--- config.mk ---
export PLATFORM = sky130hd
export DESIGN_NAME = wave_wait_unit
export DESIGN_NICKNAME = d
export VERILOG_FILES = /design/src/rtl/wc_pkg.sv /design/src/rtl/wc_counter.sv /design/src/rtl/wc_thresh.sv /design/src/rtl/wc_sleep.sv /design/src/rtl/wc_gate.sv /design/src/rtl/wave_wait_unit.sv
export SDC_FILE = /design/constraint.sdc
export NUM_CORES = 1
export LEC_CHECK = 0
export ABC_AREA = 1
export BUFFER_PORTS_ARGS = -buffer_cell sky130_fd_sc_hd__buf_2
export CAP_MARGIN = 20
export CORE_MARGIN = 1
export CORE_UTILIZATION = 50
export DETAILED_ROUTE_END_ITERATION = 6
export PLACE_DENSITY = 0.81
export SYNTH_ARGS = -nofsm -noshare
export SYNTH_HDL_FRONTEND = slang
export SYNTH_SLANG_ARGS = --single-unit
--- constraint.sdc ---
create_clock -name clk -period 3 [get_ports clk]
set_input_delay 0.6 -clock clk [delete_from_list [all_inputs] [get_ports clk]]
set_output_delay 0.6 -clock clk [all_outputs]
set_load 0.01 [all_outputs]
--- src/rtl/wc_pkg.sv ---
package wc_pkg;

  typedef enum logic [1:0] {
    WS_RUN   = 2'd0,
    WS_ARMED = 2'd1,
    WS_WAIT  = 2'd2
  } wait_state_t;

  // Next value of a saturating up/down counter of width up to 16.
  function automatic logic [15:0] step_count(input logic [15:0] cur,
                                             input logic up,
                                             input logic down,
                                             input logic [15:0] top);
    logic [15:0] r;
    r = cur;
    if (up && !down && cur != top) r = cur + 16'd1;
    else if (down && !up && cur != 16'd0) r = cur - 16'd1;
    return r;
  endfunction

  // A threshold in use is met when the count does not exceed it.
  function automatic logic within_limit(input logic [15:0] cnt,
                                        input logic [15:0] lim,
                                        input logic in_use);
    return !in_use || (cnt <= lim);
  endfunction

endpackage

--- src/rtl/wc_counter.sv ---
module wc_counter #(
  parameter int W = 6
) (
  input  logic         clk,
  input  logic         rst_n,
  input  logic         up,
  input  logic         down,
  output logic [W-1:0] value,
  output logic         fault
);
  import wc_pkg::*;

  localparam logic [W-1:0] TOP = '1;

  logic overflow_ev;
  logic underflow_ev;
  logic [15:0] nxt16;

  assign overflow_ev  = up && !down && (value == TOP);
  assign underflow_ev = down && !up && (value == '0);
  assign nxt16 = step_count(16'(value), up, down, 16'(TOP));

  always_ff @(posedge clk) begin
    if (!rst_n) begin
      value <= '0;
      fault <= 1'b0;
    end else begin
      value <= nxt16[W-1:0];
      fault <= overflow_ev || underflow_ev;
    end
  end

  a_r3_same_cycle_hold: assert property (@(posedge clk) disable iff (!rst_n)
    (up && down) |=> $stable(value));

  a_r4_underflow: assert property (@(posedge clk) disable iff (!rst_n)
    (down && !up && value == '0) |=> (fault && value == '0));

  a_r4_overflow: assert property (@(posedge clk) disable iff (!rst_n)
    (up && !down && value == TOP) |=> (fault && value == TOP));

  a_r2_increment: assert property (@(posedge clk) disable iff (!rst_n)
    (up && !down && value != TOP) |=> (value == $past(value) + 1'b1));

endmodule

--- src/rtl/wc_thresh.sv ---
module wc_thresh #(
  parameter int FW = 4,
  parameter int CW = 6
) (
  input  logic          clk,
  input  logic          rst_n,
  input  logic          load,
  input  logic          clear,
  input  logic [FW-1:0] field,
  input  logic [CW-1:0] count,
  output logic          in_use,
  output logic          met
);
  import wc_pkg::*;

  localparam logic [FW-1:0] UNUSED = '1;

  logic [FW-1:0] limit;

  assign met = within_limit(16'(count), 16'(limit), in_use);

  always_ff @(posedge clk) begin
    if (!rst_n) begin
      in_use <= 1'b0;
      limit  <= UNUSED;
    end else if (load) begin
      in_use <= (field != UNUSED);
      limit  <= field;
    end else if (clear) begin
      in_use <= 1'b0;
      limit  <= UNUSED;
    end
  end

  a_r6_unused_code: assert property (@(posedge clk) disable iff (!rst_n)
    (load && field == UNUSED) |=> !in_use);

  a_r7_cleared: assert property (@(posedge clk) disable iff (!rst_n)
    (clear && !load) |=> !in_use);

endmodule

--- src/rtl/wc_sleep.sv ---
module wc_sleep #(
  parameter int SW = 8
) (
  input  logic          clk,
  input  logic          rst_n,
  input  logic          load,
  input  logic [SW-1:0] amount,
  input  logic          check,
  output logic          busy,
  output logic          done
);
  logic [SW-1:0] remain;
  logic          take_load;
  logic          take_check;

  assign busy       = (remain != '0);
  assign take_load  = load && !busy;
  assign take_check = check && busy;

  always_ff @(posedge clk) begin
    if (!rst_n) begin
      remain <= '0;
      done   <= 1'b0;
    end else begin
      if (take_load)       remain <= amount;
      else if (take_check) remain <= remain - 1'b1;
      done <= take_check && (remain == SW'(1));
    end
  end

  a_r10_idle_check: assert property (@(posedge clk) disable iff (!rst_n)
    (!busy && check && !load) |=> (!busy && !done));

  a_r9_no_reload: assert property (@(posedge clk) disable iff (!rst_n)
    (busy && !check) |=> $stable(remain));

  a_r10_last_check: assert property (@(posedge clk) disable iff (!rst_n)
    (check && remain == SW'(1)) |=> (done && !busy));

endmodule

--- src/rtl/wc_gate.sv ---
module wc_gate (
  input  logic clk,
  input  logic rst_n,
  input  logic arm,
  input  logic set,
  input  logic any_in_use,
  input  logic all_met,
  output logic load_thr,
  output logic release_ev,
  output logic running,
  output logic set_fault
);
  import wc_pkg::*;

  wait_state_t state;
  wait_state_t state_nxt;
  logic bad_set;

  assign bad_set    = set && any_in_use;
  assign load_thr   = set && !any_in_use;
  assign release_ev = (state == WS_WAIT) && all_met;
  assign running    = (state == WS_RUN);

  always_comb begin
    state_nxt = state;
    unique case (state)
      WS_RUN:   if (load_thr) state_nxt = WS_WAIT;
                else if (arm) state_nxt = WS_ARMED;
      WS_ARMED: if (load_thr) state_nxt = WS_WAIT;
      WS_WAIT:  if (load_thr) state_nxt = WS_WAIT;
                else if (release_ev) state_nxt = WS_RUN;
      default:  state_nxt = WS_RUN;
    endcase
  end

  always_ff @(posedge clk) begin
    if (!rst_n) begin
      state     <= WS_RUN;
      set_fault <= 1'b0;
    end else begin
      state     <= state_nxt;
      set_fault <= bad_set;
    end
  end

  a_r5_armed_holds: assert property (@(posedge clk) disable iff (!rst_n)
    (state == WS_ARMED && !set) |=> (state == WS_ARMED));

  a_r8_set_over_active: assert property (@(posedge clk) disable iff (!rst_n)
    (set && any_in_use) |=> set_fault);

  a_r7_release: assert property (@(posedge clk) disable iff (!rst_n)
    (release_ev && !set) |=> running);

  a_r5_wait_blocks: assert property (@(posedge clk) disable iff (!rst_n)
    (state == WS_WAIT && !all_met) |=> !running);

endmodule

--- src/rtl/wave_wait_unit.sv ---
module wave_wait_unit #(
  parameter int CNT_W  = 6,
  parameter int VMEM_W = 4,
  parameter int EXP_W  = 3,
  parameter int LSM_W  = 5,
  parameter int SLP_W  = 8
) (
  input  logic              clk,
  input  logic              rst_n,
  input  logic              inc_vmem,
  input  logic              dec_vmem,
  input  logic              inc_exp,
  input  logic              dec_exp,
  input  logic              inc_lsm,
  input  logic              dec_lsm,
  input  logic              wait_arm,
  input  logic              wait_set,
  input  logic [VMEM_W-1:0] thr_vmem,
  input  logic [EXP_W-1:0]  thr_exp,
  input  logic [LSM_W-1:0]  thr_lsm,
  input  logic              sleep_load,
  input  logic [SLP_W-1:0]  sleep_amount,
  input  logic              sleep_check,
  output logic              ready,
  output logic [CNT_W-1:0]  cnt_vmem,
  output logic [CNT_W-1:0]  cnt_exp,
  output logic [CNT_W-1:0]  cnt_lsm,
  output logic              sleep_done,
  output logic              err_set,
  output logic              err_count
);
  localparam int NCLS = 3;

  logic [NCLS-1:0]  up_bus;
  logic [NCLS-1:0]  down_bus;
  logic [NCLS-1:0]  fault_bus;
  logic [CNT_W-1:0] cnt_bus [NCLS];
  logic [NCLS-1:0]  use_bus;
  logic [NCLS-1:0]  met_bus;

  logic load_thr;
  logic release_ev;
  logic running;
  logic sleeping;
  logic any_in_use;
  logic all_met;

  assign up_bus   = {inc_lsm, inc_exp, inc_vmem};
  assign down_bus = {dec_lsm, dec_exp, dec_vmem};

  for (genvar g = 0; g < NCLS; g++) begin : g_cnt
    wc_counter #(.W(CNT_W)) u_cnt (
      .clk  (clk),
      .rst_n(rst_n),
      .up   (up_bus[g]),
      .down (down_bus[g]),
      .value(cnt_bus[g]),
      .fault(fault_bus[g])
    );
  end

  assign cnt_vmem  = cnt_bus[0];
  assign cnt_exp   = cnt_bus[1];
  assign cnt_lsm   = cnt_bus[2];
  assign err_count = |fault_bus;

  wc_thresh #(.FW(VMEM_W), .CW(CNT_W)) u_thr_vmem (
    .clk(clk), .rst_n(rst_n), .load(load_thr), .clear(release_ev),
    .field(thr_vmem), .count(cnt_bus[0]), .in_use(use_bus[0]), .met(met_bus[0]));

  wc_thresh #(.FW(EXP_W), .CW(CNT_W)) u_thr_exp (
    .clk(clk), .rst_n(rst_n), .load(load_thr), .clear(release_ev),
    .field(thr_exp), .count(cnt_bus[1]), .in_use(use_bus[1]), .met(met_bus[1]));

  wc_thresh #(.FW(LSM_W), .CW(CNT_W)) u_thr_lsm (
    .clk(clk), .rst_n(rst_n), .load(load_thr), .clear(release_ev),
    .field(thr_lsm), .count(cnt_bus[2]), .in_use(use_bus[2]), .met(met_bus[2]));

  assign any_in_use = |use_bus;
  assign all_met    = &met_bus;

  wc_gate u_gate (
    .clk       (clk),
    .rst_n     (rst_n),
    .arm       (wait_arm),
    .set       (wait_set),
    .any_in_use(any_in_use),
    .all_met   (all_met),
    .load_thr  (load_thr),
    .release_ev(release_ev),
    .running   (running),
    .set_fault (err_set)
  );

  wc_sleep #(.SW(SLP_W)) u_sleep (
    .clk   (clk),
    .rst_n (rst_n),
    .load  (sleep_load),
    .amount(sleep_amount),
    .check (sleep_check),
    .busy  (sleeping),
    .done  (sleep_done)
  );

  assign ready = running && !sleeping;

  a_r7_thresholds_dropped: assert property (@(posedge clk) disable iff (!rst_n)
    (release_ev && !wait_set) |=> !any_in_use);

  a_r8_keep_on_bad_set: assert property (@(posedge clk) disable iff (!rst_n)
    (wait_set && any_in_use && !release_ev) |=> $stable(use_bus));

  a_r9_sleep_blocks: assert property (@(posedge clk) disable iff (!rst_n)
    (sleeping && !sleep_check) |=> !ready);

endmodule

==> results of run 1 <==
## metal layers
layer | GRT usage | part of all wire | vias up
li1 | - | - | 1566
met1 | 0.2562 | 0.45 | 1341
met2 | 0.4033 | 0.49 | 58
met3 | 0.03736 | 0.039 | 14
met4 | 0.07895 | 0.020 | 0
met5 | 0 | 0 | -
## worst max-delay path, stage by stage (launching register included)
cell      delay (ns)
dfxtp_1         0.49
inv_1           0.10
nor3_1          0.20
nand3_1         0.11
nand3_1         0.26
ha_1            0.35
a21oi_1         0.21
o211ai_1        0.12
nand2b_1        0.17
a21oi_1         0.14
nor2_1          0.06
## layout make-up
| class | count | area [um^2] |
|---|---|---|
| repair buffers | 54 | 272.8 |
| clock inverters | 1 | 5.005 |
| multi-input cells | 320 | 1946 |
| fillers | 587 | 2462 |
| well taps | 75 | 93.84 |
| clock buffers | 6 | 72.57 |
| flip-flops and latches | 48 | 960.9 |
| inverters | 66 | 247.7 |
## how the worst min path moves through the flow
stage | end | slack, ns | cells past startpoint | start
2_1_floorplan | u_sleep.remain[1] | 0.44 | 2 | u_sleep.remain[1]
3_3_place_gp | u_sleep.remain[1] | 0.46 | 2 | u_sleep.remain[1]
3_5_place_dp | u_sleep.remain[1] | 0.46 | 2 | u_sleep.remain[1]
4_1_cts | u_sleep.remain[1] | 0.47 | 2 | u_sleep.remain[1]
5_1_grt | u_sleep.remain[1] | 0.49 | 2 | u_sleep.remain[1]
6_report | u_sleep.remain[1] | 0.48 | 2 | u_sleep.remain[1]
## per-stage QoR
step | setup slack [ns] | hold WS [ns] | total power, mW | std cells | cell area (um^2)
floorplan | 0.8864 | 0.4434 | 1.778 | 443 | 3216
global placement | 0.7456 | 0.4556 | 1.987 | 563 | 3521
detailed placement | 0.6691 | 0.4596 | 2.030 | 563 | 3521
CTS | 0.6683 | 0.4733 | 2.406 | 570 | 3598
global route | 0.4214 | 0.4941 | 2.617 | 570 | 3598
finish | 0.6847 | 0.4757 | 2.395 | 570 | 3598
## power breakdown
group / internal, mW / switching (mW) / total (mW)
registers: 0.761 / 0.137 / 0.897
clock network: 0.159 / 0.213 / 0.372
logic: 0.442 / 0.683 / 1.12
## cell usage after synthesis, drive strengths merged
master	instances
nand2	106
inv	66
dfxtp	48
nor2	36
a21oi	34
nand3	31
ha	26
o21ai	23
nand4	11
nor3	8
xnor2	7
buf	6
a31oi	5
nand3b	5
or2	5
xor2	4
clkbuf	3
fa	3
o211ai	3
a21boi	2
a21o	2
or3	2
nand2b	1
o2111ai	1
o21a	1
o21bai	1
o221ai	1
o31ai	1
o41ai	1
## cell families (layout without fill, tap and decap cells)
family	count (synthesis)	count (layout)
and+or+nand+nor	205	205
AOI/OAI and AO/OA	75	75
buffers and inverters	75	127
DFF	48	48
adders and majority gates	29	29
xor gates and xnor gates	11	11
## flip-flops by register name, indices dropped and copies added, names as in the netlist
| name | count |
|---|---|
| g_cnt.u_cnt.value | 18 |
| u_sleep.remain | 8 |
| u_thr_lsm.limit | 5 |
| u_thr_vmem.limit | 4 |
| g_cnt.u_cnt.fault | 3 |
| u_thr_exp.limit | 3 |
| u_gate.state | 2 |
| u_gate.set_fault | 1 |
| u_sleep.done | 1 |
| u_thr_exp.in_use | 1 |
| u_thr_lsm.in_use | 1 |
| u_thr_vmem.in_use | 1 |
==> metrics, run 1 <==
Hold Path Class reg2reg; CTS Sinks 48; largest family of logic cells by synthesized area simple AND/OR/NAND/NOR gates; Reg clk slew, reported paths ~0.09 ns; largest net degree at the start of global routing 27; outcome finished clean; Worst-Skew Late Latency 0.31 ns; Util after Layout 0.5937; first-pass GRT wire length 11620 um; CTS tree done; CP Capture Point g_cnt[2].u_cnt.value[5]; dpl hpwl 5143 um; DR vias/cell roughly 5.2; H-tree depth 2; Final ANT Viol Nets 0; Seq/Total Area, Yosys 0.2988; ratio of cells with drive above 1 in the final layout 0.2182; layout net count approximately 560; RSZ-0062 raised after global routing false; Global Route Usage Sum 0.2206; initial core utilization 0.5306; reg2reg start g_cnt[2].u_cnt.value[1]; post-synthesis mux area share 0; CP startpoint kind flip-flop; GPL Wtd Cong a little over 0.9; Max Cap Violations 0; clock skew 0.01111 ns; router iterations before antenna repair 4; Via Count 2979; adder-cell share of the synthesized area 0.1198; Compound-Gate Fraction of Synth Area 0.1346; io pins 54; row cnt 28; final wirelength 6709 um; WS Path Type reg2reg; Worst setup EP type flip-flop; Post-Synthesis Net Count around 500; Final Critical Period 2.315 ns; Slew headroom 0.6604; Cells after Synth around 440; Lkg Pwr 1.837 nW; Max FO, Critical Path 7; Core Area between 0.006 and 0.007 mm^2; Fin. Hold Viols 0; Tightest Pin Transition 0.5088 ns; total congestion overflow 0; post-synth cell types 47; setup repair bufs after CTS 0; top post-synthesis cells by area dfxtp_1 (30%), nand2_1 (11%), ha_1 (10%); simple-gate share of the synthesized area 0.3206; Root Driver clkbuf_8; initial antenna violation count 0; drt drc 0; Reg2Reg Setup Slack about 0.68 ns; PwrDens ~670 mW/mm^2; Peak VDD IR 0.4996 mV; Tcrit/Tclk final 0.7718; Final TNS setup 0 ns; synthesized area 0.003216 mm^2; Die W a little over 80 um; Post-Synth XOR/XNOR Area 0.02996; post-synth top area share 0.2988; Max Slew Vio Count 0; Num CTS Buffers 5; Fmax between 0.4 and 0.5 GHz; most frequent cells in the layout nand2_1 (95), buf_2 (53), inv_1 (51), dfxtp_1 (48), nor2_1 (33); Area Overhead vs Synth 11.91%; worst flop-to-flop path endpoint g_cnt[2].u_cnt.value[5]; commonest non-fill, non-tap cell in the layout nand2_1; CP startpoint g_cnt[2].u_cnt.value[1]; top cell type by total area after synthesis dfxtp_1; Routed wire per std cell 11.77 um; vias in the first global route 2786; Avg Cell Area, Syn 7.259 um^2; ant diodes 0; final setup fails 0; Resized Gates After CTS 0; IO buf count 53; cts hold-fix bufs 0; Synth Register Bits 48; full die area 0.006756 mm^2; Worst EP required roughly 3.2 ns; critical path arrival 2.51 ns; clk buf depth 2; Die Ht just over 80 um; initial detailed-routing violation count 85; Ys Warns 0; R2R cell count 10
Note: power is estimated with default switching activity, not from simulation.
==> run 2: changes to the inputs <==
--- a/config.mk
+++ b/config.mk
@@ -5,13 +5,13 @@
 export SDC_FILE = /design/constraint.sdc
 export NUM_CORES = 1
 export LEC_CHECK = 0
-export ABC_AREA = 1
+export ABC_AREA = 0
 export BUFFER_PORTS_ARGS = -buffer_cell sky130_fd_sc_hd__buf_2
 export CAP_MARGIN = 20
 export CORE_MARGIN = 1
 export CORE_UTILIZATION = 50
 export DETAILED_ROUTE_END_ITERATION = 6
-export PLACE_DENSITY = 0.81
+export PLACE_DENSITY = 0.82
 export SYNTH_ARGS = -nofsm -noshare
 export SYNTH_HDL_FRONTEND = slang
 export SYNTH_SLANG_ARGS = --single-unit
==> constraint.sdc (replaced) <==
create_clock -name clk -period 2.4 [get_ports clk]
set_input_delay 0.48 -clock clk [delete_from_list [all_inputs] [get_ports clk]]
set_output_delay 0.48 -clock clk [all_outputs]
set_load 0.01 [all_outputs]
==> metrics, run 2 <==
Clock power frac 0.146; reg2reg start g_cnt[0].u_cnt.value[1]; Worst EP required 1.92 ns; Pwr Total around 3.5 mW; most frequent cells in the layout buf_2 (53), dfxtp_1 (47), nor2_1 (27), ha_1 (25), nand2_1 (23); Fmax approximately 0.44 GHz; ant diodes 0; synthesized area 0.002889 mm^2; top cell type by total area after synthesis dfxtp_1; max incr delay on CP 0.40 ns; Reg power frac 0.341; vias in the first global route roughly 2.7k; dpl hpwl 5402 um; initial detailed-routing violation count 107; post-synth cell types 50; critical path arrival 1.81 ns; WS Path Type reg2out; Internal Power 2.080 mW; Buf/Inv on CP 2; Final ANT Viol Nets 0; largest net degree at the start of global routing 18; top post-synthesis cells by count dfxtp_1 (48), nor2_1 (27), ha_1 (26); total congestion overflow 0; Resized Gates After CTS 5; setup repair bufs after CTS 0; count leader, synth dfxtp_1; DR vias/cell 5.918; CP startpoint kind flip-flop; Global Route Usage Sum 0.2413; initial core utilization 0.5215; H-tree depth 2; Post-synth EDFFs 0; post-synth top area share 0.3326; final wirelength 7002 um; io pins 54; Die Ht 78.02 um; Cells after Synth 331; Worst Hold Depth 2; Ys Warns 0; top post-synthesis cells by area dfxtp_1 (33%), ha_1 (11%), xnor2_1 (4.2%); layout net count 462; Most flops, register g_cnt.u_cnt.value; Die W between 70 and 80 um; Worst-Skew Late Latency 0.30 ns; Top FF cell, synth dfxtp_1; Via Count 2805; Max FO, Critical Path 5; Synth Register Bits 48; worst flop-to-flop path endpoint g_cnt[0].u_cnt.value[5]; final setup fails 0; largest registers g_cnt.u_cnt.value: 18 flops, u_sleep.remain: 8 flops, u_thr_lsm.limit: 5 flops; Hold Path Class in2reg; row cnt 27; full die area 0.006086 mm^2; first-pass GRT wire length between 10000 and 15000 um; commonest non-fill, non-tap cell in the layout buf_2; CTS tree done; Root Driver clkbuf_8; async set or reset register ratio after synthesis 0; GPL Wtd Cong 0.8485; Area Overhead vs Synth 20.53%; Lkg Pwr 1.608 nW; Slew headroom 0.5438; R2R cell count 9; CTS Sinks 48; net load switching power 1.418 mW; CP top delay family simple AND/OR/NAND/NOR gates; Max Cap Violations 0; router iterations before antenna repair 4; Routed wire per std cell 14.77 um; Fin. Hold Viols 0; Post-Synthesis Net Count 392; HP Start thr_lsm[0]; Max Slew Vio Count 0; Tcrit/Tclk final 0.9554; Core Area 0.005540 mm^2; crit path cell chain inv_1 -> ha_4 -> or3b_4 -> or2_1 -> nor3_2 -> buf_2; initial antenna violation count 0; Avg Cell Area, Syn 8.728 um^2; Reg2Reg Setup Slack 0.15 ns; Final Critical Period 2.293 ns; PwrDens 1004 mW/mm^2; Tightest Pin Transition 0.6793 ns; hold slack about 0.40 ns; clock skew 0.006040 ns; Worst setup EP type output port; Largest register FFs 18; Hold EP u_thr_lsm.limit[0]; drt drc 0; cts hold-fix bufs 0; clk buf depth 2; outcome finished clean; Logic pwr share 0.514; Sw Ratio 0.4053; IO buf count between 50 and 60; Seq/Total Area, Yosys 0.3326; Peak VDD IR 0.5384 mV; ratio of cells with drive above 1 in the final layout 0.2289; CP max stage cell or3b_4; Num CTS Buffers 5; Reg clk slew, reported paths roughly 0.090 ns
-- run 2: cell types whose count changed in the layout (fill, tap and decap cells not counted), moves of 7 or more --
cell,previous run,this run
o32a_1,0,12
a21o_1,2,12
buf_4,1,19
o21ai_1,17,4
nand2_1,95,23
nand2_2,8,0
xnor2_1,7,14
a211oi_1,0,7
a21oi_1,31,20
inv_1,51,16
nand3_1,20,11
inv_2,15,0
nand3_2,11,0
-- run 2: cell families after synthesis --
family,synth area share
AOI/OAI and AO/OA,0.2443
xor gates and xnor gates,0.04244
adders and majority gates,0.1334
buffers and inverters,0.03335
DFF,0.3326
muxes,0.01732
and+or+nand+nor,0.1966
-- run 2: worst max path at each step --
stage / startpoint / end / cells past startpoint
after floorplan: g_cnt[2].u_cnt.value[0] / g_cnt[2].u_cnt.value[5] / 8
after global placement: g_cnt[1].u_cnt.value[3] / g_cnt[1].u_cnt.value[5] / 8
after detailed placement: g_cnt[1].u_cnt.value[3] / g_cnt[1].u_cnt.value[5] / 8
after CTS: u_sleep.remain[1] / ready / 6
after global routing: u_sleep.remain[1] / ready / 6
final: u_sleep.remain[0] / ready / 6
-- run 2: layout make-up --
type / count / area (um^2)
Fill cell: 477 / 2058
Sequential cell: 48 / 962.2
Inverter: 16 / 60.06
Multi-Input combinational cell: 258 / 1868
Clock inverter: 1 / 7.507
Clock buffer: 7 / 86.33
Timing Repair Buffer: 72 / 407.9
Tap cell: 72 / 90.09
-- run 2: routing by layer --
layer,vias up,wire [um],GRT usage
met3,17,296,0.05233
met4,0,154,0.09259
met5,-,0,0
met1,1336,3071,0.2781
met2,75,3480,0.4345
li1,1377,-,-
-- run 2: worst reg2reg max path, cell delays in order (launching register included) --
cell	delay, ns
dfxtp_1	0.44
buf_4	0.16
nand4_1	0.11
o21ai_1	0.32
ha_1	0.31
a211oi_1	0.32
o21bai_1	0.13
a21o_1	0.21
a21o_1	0.15
nand2_1	0.05
-- run 2: through the flow --
| stage | instance area (um^2) | worst slack, ns | cells | TNS, ns | utilization |
|---|---|---|---|---|---|
| final | 3482 | 0.1071 | 474 | 0 | 0.6285 |
| after CTS | 3461 | 0.002119 | 474 | 0 | 0.6247 |
| after floorplan | 2889 | 0.1053 | 331 | 0 | - |
| after detailed placement | 3351 | -0.08589 | 466 | -0.7000 | 0.6048 |
| after global routing | 3482 | -0.004402 | 474 | -0.004402 | 0.6285 |
| after global placement | 3351 | -0.02601 | 466 | -0.2872 | 0.6048 |
-- run 2: power by group through the flow --
stage	logic (mW)	registers [mW]	clock network [mW]
after floorplan	1.17	1.24	0
after global placement	1.65	1.19	0
after detailed placement	1.73	1.20	0
after CTS	1.77	1.19	0.517
after global routing	2.01	1.22	0.550
final	1.80	1.19	0.510
==> run 3: changes to the inputs <==
--- a/config.mk
+++ b/config.mk
@@ -8,10 +8,12 @@
 export ABC_AREA = 0
 export BUFFER_PORTS_ARGS = -buffer_cell sky130_fd_sc_hd__buf_2
 export CAP_MARGIN = 20
+export CELL_PAD_IN_SITES_DETAIL_PLACEMENT = 1
+export CELL_PAD_IN_SITES_GLOBAL_PLACEMENT = 1
 export CORE_MARGIN = 1
-export CORE_UTILIZATION = 50
+export CORE_UTILIZATION = 42
 export DETAILED_ROUTE_END_ITERATION = 6
-export PLACE_DENSITY = 0.82
+export PLACE_DENSITY = 0.89
 export SYNTH_ARGS = -nofsm -noshare
 export SYNTH_HDL_FRONTEND = slang
 export SYNTH_SLANG_ARGS = --single-unit
==> metrics, run 3 (synthesis results as in run 2) <==
outcome complete, but fails checks; failing checks DRC; Routed wire per std cell 17.71 um; ant diodes 0; WS Path Type reg2out; largest net degree at the start of global routing 18; Max Slew Vio Count 0; Hold Path Class in2reg; GPL Wtd Cong 0.8324; clock skew 0.005776 ns; Worst-Skew Late Latency 0.32 ns; Max Cap Violations 0; CP top delay family simple AND/OR/NAND/NOR gates; largest registers g_cnt.u_cnt.value: 18 flops, u_sleep.remain: 8 flops, u_thr_lsm.limit: 5 flops; Area Overhead vs Synth 23.26%; ratio of cells with drive above 1 in the final layout 0.2475; Buf/Inv on CP 2; initial antenna violation count 0; max incr delay on CP between 0.4 and 0.5 ns; most frequent cells in the layout buf_2 (53), dfxtp_1 (47), nor2_1 (27), ha_1 (25), buf_4 (24); Reg clk slew, reported paths 0.10 ns; Worst EP required approximately 1.9 ns; io pins 54; Sw Ratio 0.4166; commonest non-fill, non-tap cell in the layout buf_2; CTS Sinks 48; Internal Power 2.131 mW; net load switching power 1.522 mW; drt drc 6; Post-Layout Cell Count 485; row cnt 29; Most flops, register g_cnt.u_cnt.value; Final Critical Period 2.328 ns; CTS tree done; Fmax around 0.43 GHz; CP max stage cell or3b_4; vias in the first global route ~3k; layout net count about 470; full die area approximately 0.007 mm^2; Slew headroom 0.5672; H-tree depth 2; Reg power frac 0.329; final setup fails 0; Die Ht between 80 and 90 um; Global Route Usage Sum 0.2492; Num CTS Buffers 5; Largest register FFs 18; Fin. Hold Viols 0; dpl hpwl 6463 um; Tightest Pin Transition 0.6449 ns; total congestion overflow 0; Root Driver clkbuf_8; Tcrit/Tclk final 0.9700; Via Count approximately 2.9k; DR vias/cell 6.033; clk buf depth 2; Logic pwr share 0.522; fillcell total 813; final wirelength 8589 um; Core Area 0.006495 mm^2; placed insts 476; first-pass GRT wire length 14300 um; initial core utilization 0.4448; critical path arrival 1.85 ns; CP startpoint kind flip-flop; initial detailed-routing violation count 118; Max FO, Critical Path 5; Die W ~85 um; crit path cell chain inv_1 -> ha_4 -> or3b_4 -> or2_4 -> nor3_2 -> buf_2; Clock power frac 0.149; Final ANT Viol Nets 0; Final TNS setup 0 ns; PwrDens a little over 1000 mW/mm^2; router iterations before antenna repair 7; Peak VDD IR roughly 0.33 mV; cts hold-fix bufs 0; IO buf count 53; Lkg Pwr 1.643 nW; Worst setup EP type output port
==> run 3: final cells by class <==
type,instances,area [um^2],share of cell area
clock inverters,2,15.01,0.004216
clock buffers,6,82.58,0.02319
repair buffers,78,465.4,0.1307
well taps,77,96.34,0.02706
inverters,16,60.06,0.01687
flip-flops and latches,48,962.2,0.2702
multi-input cells,258,1879,0.5278
==> run 3: worst paths after layout <==
| check | start | endpoint | slack (ns) | cells after the start |
|---|---|---|---|---|
| setup reg to reg | g_cnt[1].u_cnt.value[3] | g_cnt[1].u_cnt.value[4] | 0.19 | 8 |
| setup / recovery | u_sleep.remain[1] | ready | 0.07 | 6 |
| hold / removal | thr_lsm[1] | u_thr_lsm.limit[1] | 0.39 | 2 |
| hold reg to reg | u_thr_exp.in_use | u_thr_exp.in_use | 0.51 | 2 |
==> run 3: worst reg2reg max path, cell delays in order, from the launching register on <==
cell and delay, ns:
dfxtp_1 0.42, nand4_1 0.16, o21ai_0 0.47, ha_1 0.39
a21o_1 0.19, a21oi_1 0.18, xnor2_1 0.14, nand3_1 0.09
o21ai_0 0.10
==> run 3: what timing repair did <==
action / CTS / global route
setup endpoints to repair: 13 / 20
pin swaps: 0 / 1
cloned: 0 / 0
resized for setup: 6 / 7
setup buffers: 0 / 1
==> run 3: per-layer routing <==
metal,track usage,part of all wire,vias up
li1,-,-,1391
met1,0.2900,0.42,1442
met2,0.4516,0.52,72
met3,0.04183,0.039,21
met4,0.1063,0.024,0
met5,0,0,-
==> run 3: power groups by stage <==
stage | Sequential, mW | Clock [mW] | Combinational, mW
2_1_floorplan | 1.24 | 0 | 1.17
3_3_place_gp | 1.19 | 0 | 1.68
3_5_place_dp | 1.21 | 0 | 1.79
4_1_cts | 1.20 | 0.558 | 1.85
5_1_grt | 1.23 | 0.593 | 2.12
6_report | 1.20 | 0.544 | 1.91
==> run 3: stage by stage <==
stage	cell area [um^2]	setup WS (ns)	util	total power, mW	hold WS [ns]
2_1_floorplan	2889	0.1053	-	2.414	0.4517
3_3_place_gp	3395	-0.02843	0.5226	2.878	0.4766
3_5_place_dp	3395	-0.1542	0.5226	2.994	0.4791
4_1_cts	3516	0.008802	0.5413	3.602	0.3784
5_1_grt	3561	-0.04869	0.5483	3.943	0.3731
6_report	3561	0.07203	0.5483	3.653	0.3860
